## src/rtl/spi_host_pkg.sv

```systemverilog
package spi_host_pkg;

  // control word geometry
  localparam int CTRL_W  = 14;
  localparam int DIV_W   = 3;
  localparam int CS_W    = 4;

  // field positions inside the control word
  localparam int B_HOST   = 0;
  localparam int B_CPOL   = 1;
  localparam int B_CPHA   = 2;
  localparam int B_DIV    = 3;
  localparam int B_DECODE = 6;
  localparam int B_CS     = 7;
  localparam int B_MANSS  = 11;
  localparam int B_MANST  = 12;
  localparam int B_GO     = 13;

  typedef enum logic {
    ST_IDLE  = 1'b0,
    ST_SHIFT = 1'b1
  } eng_state_e;

endpackage

```

## src/rtl/spi_half_tick.sv

```systemverilog
// Half-period timer: asserts tick on the last reference cycle of each
// sclk half period, whose length is 2^div_code cycles.
module spi_half_tick #(
  parameter int DIV_W = 3
) (
  input  logic             clk,
  input  logic             rst_n,
  input  logic             run,
  input  logic [DIV_W-1:0] div_code,
  output logic             tick
);

  localparam int CNT_W = 1 << DIV_W;

  logic [CNT_W-1:0] cnt_q, cnt_d;
  logic [CNT_W-1:0] last_cnt;

  always_comb begin
    last_cnt = (CNT_W'(1) << div_code) - CNT_W'(1);
    tick     = run && (cnt_q == last_cnt);
    if (!run || tick) cnt_d = '0;
    else              cnt_d = cnt_q + CNT_W'(1);
  end

  always_ff @(posedge clk or negedge rst_n) begin
    if (!rst_n) cnt_q <= '0;
    else        cnt_q <= cnt_d;
  end

endmodule

```

## src/rtl/spi_ss_drive.sv

```systemverilog
// Slave-select output stage: active-low single-line pick or decoded code,
// gated to the deselect level when not active.
module spi_ss_drive #(
  parameter int CS_W = 4
) (
  input  logic            clk,
  input  logic            rst_n,
  input  logic [CS_W-1:0] field,
  input  logic            decode,
  input  logic            active,
  output logic [CS_W-1:0] ss_n
);

  logic [CS_W-1:0] pick;
  logic [CS_W-1:0] ss_d;
  logic            found;

  // lowest field bit at zero wins; every other line stays high
  always_comb begin
    pick  = '1;
    found = 1'b0;
    for (int i = 0; i < CS_W; i++) begin
      if (!found && !field[i]) begin
        pick[i] = 1'b0;
        found   = 1'b1;
      end
    end
  end

  always_comb begin
    if (!active)     ss_d = '1;
    else if (decode) ss_d = field;
    else             ss_d = pick;
  end

  always_ff @(posedge clk or negedge rst_n) begin
    if (!rst_n) ss_n <= '1;
    else        ss_n <= ss_d;
  end

endmodule

```

## src/rtl/spi_host_engine.sv

```systemverilog
module spi_host_engine
  import spi_host_pkg::*;
#(
  parameter int WORD_W = 8
) (
  input  logic              clk,
  input  logic              rst_n,
  input  logic [CTRL_W-1:0] ctrl_word,
  input  logic              enable,
  input  logic              tx_valid,
  input  logic [WORD_W-1:0] tx_data,
  output logic              tx_pop,
  output logic              rx_push,
  output logic [WORD_W-1:0] rx_data,
  input  logic              mode_fault,
  input  logic              miso,
  output logic              sclk,
  output logic              mosi,
  output logic [CS_W-1:0]   ss_n,
  output logic              busy
);

  localparam int BIT_W = $clog2(WORD_W);
  localparam logic [BIT_W-1:0] BIT_LAST = BIT_W'(WORD_W - 1);

  // reset: asynchronous assert, synchronous release
  logic [1:0] rst_sync_q;
  logic       rst_n_i;

  always_ff @(posedge clk or negedge rst_n) begin
    if (!rst_n) rst_sync_q <= 2'b00;
    else        rst_sync_q <= {rst_sync_q[0], 1'b1};
  end
  assign rst_n_i = rst_sync_q[1];

  // control fields
  logic             ctl_host, ctl_cpol, ctl_cpha, ctl_decode;
  logic             ctl_manss, ctl_manst, ctl_go;
  logic [DIV_W-1:0] ctl_div;
  logic [CS_W-1:0]  ctl_cs;

  assign ctl_host   = ctrl_word[B_HOST];
  assign ctl_cpol   = ctrl_word[B_CPOL];
  assign ctl_cpha   = ctrl_word[B_CPHA];
  assign ctl_div    = ctrl_word[B_DIV +: DIV_W];
  assign ctl_decode = ctrl_word[B_DECODE];
  assign ctl_cs     = ctrl_word[B_CS +: CS_W];
  assign ctl_manss  = ctrl_word[B_MANSS];
  assign ctl_manst  = ctrl_word[B_MANST];
  assign ctl_go     = ctrl_word[B_GO];

  // state
  eng_state_e        state_q, state_d;
  logic              cpol_q, cpol_d, cpha_q, cpha_d;
  logic [DIV_W-1:0]  div_q, div_d;
  logic [WORD_W-1:0] txs_q, txs_d;
  logic [WORD_W-1:0] rxs_q, rxs_d;
  logic [WORD_W-1:0] rx_data_q, rx_data_d;
  logic [WORD_W-1:0] rx_next;
  logic [BIT_W-1:0]  bit_q, bit_d;
  logic              trail_q, trail_d;
  logic              sclk_q, sclk_d;
  logic              mosi_q, mosi_d;
  logic              rx_push_q, rx_push_d;
  logic              pop_c;
  logic              start;
  logic              tick;

  spi_half_tick #(.DIV_W(DIV_W)) u_tick (
    .clk      (clk),
    .rst_n    (rst_n_i),
    .run      (state_q == ST_SHIFT),
    .div_code (div_q),
    .tick     (tick)
  );

  spi_ss_drive #(.CS_W(CS_W)) u_ss (
    .clk    (clk),
    .rst_n  (rst_n_i),
    .field  (ctl_cs),
    .decode (ctl_decode),
    .active (ctl_manss || (state_d == ST_SHIFT)),
    .ss_n   (ss_n)
  );

  // clock mode is taken in only while the engine is disabled
  always_comb begin
    cpol_d = enable ? cpol_q : ctl_cpol;
    cpha_d = enable ? cpha_q : ctl_cpha;
    start  = (state_q == ST_IDLE) && enable && ctl_host && tx_valid &&
             !mode_fault && (!ctl_manst || ctl_go);
  end

  // next-state logic
  always_comb begin
    state_d   = state_q;
    div_d     = div_q;
    txs_d     = txs_q;
    rxs_d     = rxs_q;
    rx_data_d = rx_data_q;
    bit_d     = bit_q;
    trail_d   = trail_q;
    sclk_d    = sclk_q;
    mosi_d    = mosi_q;
    rx_push_d = 1'b0;
    pop_c     = 1'b0;
    rx_next   = rxs_q;

    unique case (state_q)
      ST_IDLE: begin
        sclk_d = cpol_d;
        if (start) begin
          pop_c   = 1'b1;
          state_d = ST_SHIFT;
          div_d   = (ctl_div == '0) ? DIV_W'(1) : ctl_div;
          bit_d   = '0;
          trail_d = 1'b0;
          rxs_d   = '0;
          if (!cpha_q) begin
            mosi_d = tx_data[WORD_W-1];
            txs_d  = tx_data << 1;
          end else begin
            txs_d  = tx_data;
          end
        end
      end

      ST_SHIFT: begin
        if (!enable || mode_fault) begin
          state_d = ST_IDLE;
          sclk_d  = cpol_d;
        end else if (tick) begin
          sclk_d  = ~sclk_q;
          trail_d = ~trail_q;
          if (!trail_q) begin
            // leading edge
            if (!cpha_q) begin
              rxs_d = {rxs_q[WORD_W-2:0], miso};
            end else begin
              mosi_d = txs_q[WORD_W-1];
              txs_d  = txs_q << 1;
            end
          end else begin
            // trailing edge
            rx_next = cpha_q ? {rxs_q[WORD_W-2:0], miso} : rxs_q;
            rxs_d   = rx_next;
            if (bit_q == BIT_LAST) begin
              rx_push_d = 1'b1;
              rx_data_d = rx_next;
              bit_d     = '0;
              if (tx_valid) begin
                pop_c = 1'b1;
                if (!cpha_q) begin
                  mosi_d = tx_data[WORD_W-1];
                  txs_d  = tx_data << 1;
                end else begin
                  txs_d  = tx_data;
                end
              end else begin
                state_d = ST_IDLE;
              end
            end else begin
              bit_d = bit_q + BIT_W'(1);
              if (!cpha_q) begin
                mosi_d = txs_q[WORD_W-1];
                txs_d  = txs_q << 1;
              end
            end
          end
        end
      end

      default: state_d = ST_IDLE;
    endcase
  end

  // registers
  always_ff @(posedge clk or negedge rst_n_i) begin
    if (!rst_n_i) begin
      state_q   <= ST_IDLE;
      cpol_q    <= 1'b0;
      cpha_q    <= 1'b0;
      div_q     <= DIV_W'(1);
      txs_q     <= '0;
      rxs_q     <= '0;
      rx_data_q <= '0;
      bit_q     <= '0;
      trail_q   <= 1'b0;
      sclk_q    <= 1'b0;
      mosi_q    <= 1'b0;
      rx_push_q <= 1'b0;
    end else begin
      state_q   <= state_d;
      cpol_q    <= cpol_d;
      cpha_q    <= cpha_d;
      div_q     <= div_d;
      txs_q     <= txs_d;
      rxs_q     <= rxs_d;
      rx_data_q <= rx_data_d;
      bit_q     <= bit_d;
      trail_q   <= trail_d;
      sclk_q    <= sclk_d;
      mosi_q    <= mosi_d;
      rx_push_q <= rx_push_d;
    end
  end

  assign tx_pop  = pop_c;
  assign rx_push = rx_push_q;
  assign rx_data = rx_data_q;
  assign sclk    = sclk_q;
  assign mosi    = mosi_q;
  assign busy    = (state_q == ST_SHIFT);

endmodule

```

## config.mk

```make
export PLATFORM = sky130hd
export DESIGN_NAME = spi_host_engine
export DESIGN_NICKNAME = d
export VERILOG_FILES = /design/src/rtl/spi_host_pkg.sv /design/src/rtl/spi_half_tick.sv /design/src/rtl/spi_ss_drive.sv /design/src/rtl/spi_host_engine.sv
export SDC_FILE = /design/constraint.sdc
export NUM_CORES = 1
export LEC_CHECK = 0
export ABC_AREA = 1
export BUFFER_PORTS_ARGS = -buffer_cell sky130_fd_sc_hd__buf_2
export CAP_MARGIN = 20
export CORE_UTILIZATION = 54
export DETAILED_ROUTE_END_ITERATION = 8
export PLACE_DENSITY = 0.76
export SETUP_SLACK_MARGIN = 0.05
export SLEW_MARGIN = 25
export SYNTH_ARGS = -nofsm -noshare
export SYNTH_HDL_FRONTEND = slang
export SYNTH_SLANG_ARGS = --single-unit
```

## constraint.sdc

```tcl
create_clock -name clk -period 2.58 [get_ports clk]
set_clock_uncertainty 0.1 [all_clocks]
set_input_delay 0.129 -clock clk [delete_from_list [all_inputs] [get_ports clk]]
set_output_delay 0.129 -clock clk [all_outputs]
set_load 0.005 [all_outputs]
```

==> results.txt <==
* Minimum clock period after layout: between 2 and 2.5 ns
- The initialized floorplan defines 26 standard-cell rows.
* Top library cells by usage in the layout, fill and taps aside: sky130_fd_sc_hd__nand2_1 (121), sky130_fd_sc_hd__dfrtp_1 (44), sky130_fd_sc_hd__buf_2 (44)
- Clock tree from TritonCTS: built
- Entering global routing, the biggest net connects 25 pins.
- Fraction of final layout cells with drive strength greater than 1: ~25%
- # port buffers: 44
- CP Capture Type: output pin
- Crit path max fanout: 6
- Reported max-cap violation count: 0
- Setup violations remaining at the end of the flow were counted as 0.
* Pwr Density: 547 nW/um^2
- Number of buffers added by the clock tree synthesis step: 5
- Dominant synthesized flop cell: sky130_fd_sc_hd__dfrtp_1
- First-iteration detailed-routing DRC count: 124
* Maximum root-to-sink buffer count: 2
* Class of the most critical hold timing path: primary input to register
- At the worst endpoint, the arrival time is 2.17 ns.
- Across all layers, the routed design uses between 2000 and 3000 vias.
* Average cell area after synthesis: ~8.0 sq um
- First drt pass iteration count: 4
* Initial Util: 57.2%
- Global-route congestion overflow total: 0
- Average detailed-routed wire length per instance: 12.9 um
- Detailed-placement wirelength estimate: 4.55 mm
- Number of antenna violations at the first check in global routing: 0
- The first global-routing pass estimated 11.1 mm of wire.
* Number of storage elements in the synthesis netlist: 51
- Cell area after placement: 3220 sq um
* Async set-or-reset flop fraction in the synthesized netlist: 100%
* Maximum VDD drop: 0.303 mV
- Proportion of synthesized chip area in sequential cells: 43.1%
- Fmax achieved: about 0.42 GHz
- Vias/cell: 5.26
- Distinct cell type count after synthesis: 39
- Clock edge transition at the registers on the reported setup and hold paths: 0.09 ns
- After routing, the total negative slack on setup checks comes to 0 ns.
- The finished cells cover about 3400 sq um.
- Number of sinks driven by the clock tree: 51
- For the pin with the worst max-slew slack, the measured transition is ~0.62 ns.
- Leaving out fill and tap cells, the most frequent cell in the layout is sky130_fd_sc_hd__nand2_1.
- Relative area change from synthesis to final layout: 14.0%
* Clock latency on the worst-skew pair: 0.31 ns
* Pre-CTS worst setup slack: 0.183 ns
* Die Outline Area: 5810 sq um
- Layout Nets: 455
- I/O pins: 45
- For this run, the number of Yosys warnings is 0.
- After detailed routing, the number of remaining DRC violations is 0.
- Number of nets still failing antenna checks after routing: 0
* Wire length reported by the detailed router: between 6 and 7 mm
* Vias in the first global route: 2449
- Number of H-tree branching levels: 2
- The number of max-slew violations in the final report came to 0.
* Critical setup path kind: register to output pin
* Root Driver: sky130_fd_sc_hd__clkbuf_8
- The worst setup path is launched from a register.
- Final core utilization: 65.2%
- In this run the horizontal extent of the chip is ~76 um.
* Global placer's final weighted congestion: 0.880
- The final critical path takes up 92.9% of the cycle.
* Hold depth: 3
- Number of synthesized flops with an enable pin: 0
* Number of hold violations in the final report: 0
* Max_slew headroom: around three fifths
- Placeable core region: 5200 sq um
- Count of inserted antenna diode cells: 0
* Die H: 76.2 um
- Leakage power total: 1.70 nW
- The flow ran to the end, and the final reports show no timing, DRC or antenna violations.
* Cells after Synth: approximately 370
* Syn Nets: 403
- For flop-to-flop paths, the worst setup slack is between 0.2 and 0.3 ns.
- After layout, the design draws a total of 1.86 mW.
- Setup repair after global routing left no endpoint under its margin.
- Post-synthesis instance area: 2980 sq um
- In the post-route analysis, the smallest setup slack over all paths is 0.182 ns.
- Gr usage total: 24.0%
- The worst register-to-register path has a depth of 12.
* Postcts setup bufs: 0
* Required time at the worst-slack endpoint: 2.35 ns
==> cell families (layout without fill, tap and decap cells) <==
kind of cell | after synthesis | count (layout) | synth area share [%]
and+or+nand+nor | 209 | 209 | 33.8
AOI/OAI and AO/OA | 53 | 53 | 11.8
DFF | 51 | 51 | 43.1
buffers and inverters | 51 | 104 | 8.87
adders and majority gates | 4 | 4 | 1.68
xor gates and xnor gates | 2 | 2 | 0.589
other | 1 | 1 | 0.126
==> layout make-up <==
type / instances / area (sq um)
fillers: 435 / 1810
multi-input cells: 269 / 1440
flip-flops and latches: 51 / 1280
repair buffers: 59 / 350
inverters: 37 / 141
well taps: 70 / 87.6
clock buffers: 6 / 72.6
clock inverters: 2 / 16.3
==> synth_stat cells, types with 2 or more instances <==
cell	instances	area [sq um]
sky130_fd_sc_hd__nand3_2	2	20.0
sky130_fd_sc_hd__o22ai_1	8	50.1
sky130_fd_sc_hd__nor3_1	4	20.0
sky130_fd_sc_hd__clkbuf_1	2	7.51
sky130_fd_sc_hd__nor4_1	2	12.5
sky130_fd_sc_hd__nand2_1	121	454
sky130_fd_sc_hd__dfstp_2	5	131
sky130_fd_sc_hd__o21ai_0	16	80.1
sky130_fd_sc_hd__inv_1	30	113
sky130_fd_sc_hd__nand3_4	3	52.6
sky130_fd_sc_hd__buf_6	7	78.8
sky130_fd_sc_hd__nand4_1	23	144
sky130_fd_sc_hd__nor2_1	27	101
sky130_fd_sc_hd__o21ai_2	11	96.3
sky130_fd_sc_hd__a21oi_4	2	32.5
sky130_fd_sc_hd__nand2_4	2	22.5
sky130_fd_sc_hd__a31oi_1	8	50.1
sky130_fd_sc_hd__a21oi_1	6	30.0
sky130_fd_sc_hd__nand3_1	12	60.1
sky130_fd_sc_hd__buf_2	2	10.0
sky130_fd_sc_hd__dfrtp_1	46	1150
sky130_fd_sc_hd__ha_1	4	50.1
sky130_fd_sc_hd__inv_2	5	18.8
sky130_fd_sc_hd__xor2_1	2	17.5
sky130_fd_sc_hd__nand2_2	7	43.8
==> where the power goes <==
part           switching, mW  internal [mW]  total (mW)
registers             0.0728          0.873       0.945
clock network          0.269          0.195       0.464
logic                  0.276          0.172       0.448
==> worst paths after layout <==
kind,endpoint,start
min in group asynchronous,rst_sync_q[1],rst_n
worst min register to register,rxs_q[6],rst_sync_q[1]
worst max register to register,rxs_q[6],div_q[0]
worst max-delay path,tx_pop,div_q[0]
max in group asynchronous,div_q[1],rst_sync_q[1]
worst min-delay path,div_q[1],ctrl_word[4]
==> critical path, stage by stage, from the launching register on <==
cell	delay (ns)
sky130_fd_sc_hd__dfstp_2	0.59
sky130_fd_sc_hd__inv_2	0.08
sky130_fd_sc_hd__nand2_2	0.07
sky130_fd_sc_hd__ha_1	0.22
sky130_fd_sc_hd__nand4_1	0.14
sky130_fd_sc_hd__nand2_2	0.14
sky130_fd_sc_hd__nor2_2	0.06
sky130_fd_sc_hd__nor2_4	0.16
sky130_fd_sc_hd__nand4_2	0.12
sky130_fd_sc_hd__o21ai_2	0.16
sky130_fd_sc_hd__buf_2	0.13
==> sequential cells by signal, indices dropped and copies added (netlist names), 2 cells and up <==
signal	flops
txs_q	8
rx_data	8
div_q	3
rst_sync_q	2
u_tick.cnt_q	8
rxs_q	8
bit_q	3
u_ss.ss_n	4
==> stage by stage <==
| step | std cells | hold slack (ns) |
|---|---|---|
| after CTS | 494 | 0.00928 |
| after detailed placement | 479 | -0.183 |
| after global placement | 479 | -0.185 |
| after global routing | 494 | 0.0112 |
| final | 494 | 0.0104 |
| after floorplan | 371 | -0.267 |
==> routing by layer <==
| layer | routed length, um | share of wire (%) | GRT usage (%) |
|---|---|---|---|
| met1 | 2990 | 47 | 32.3 |
| met2 | 2970 | 47 | 38.2 |
| met3 | 233 | 3.7 | 4.19 |
| met4 | 174 | 2.7 | 10.0 |
| met5 | 0 | 0 | 0 |
==> timing repair <==
item / 4_1_cts / 5_1_grt
gates resized for setup: 0 / 2
hold buffers: 7 / 0
setup endpoints to repair: 0 / 18
hold endpoints to repair: 7 / 0
Note: power is estimated with default switching activity, not from simulation.
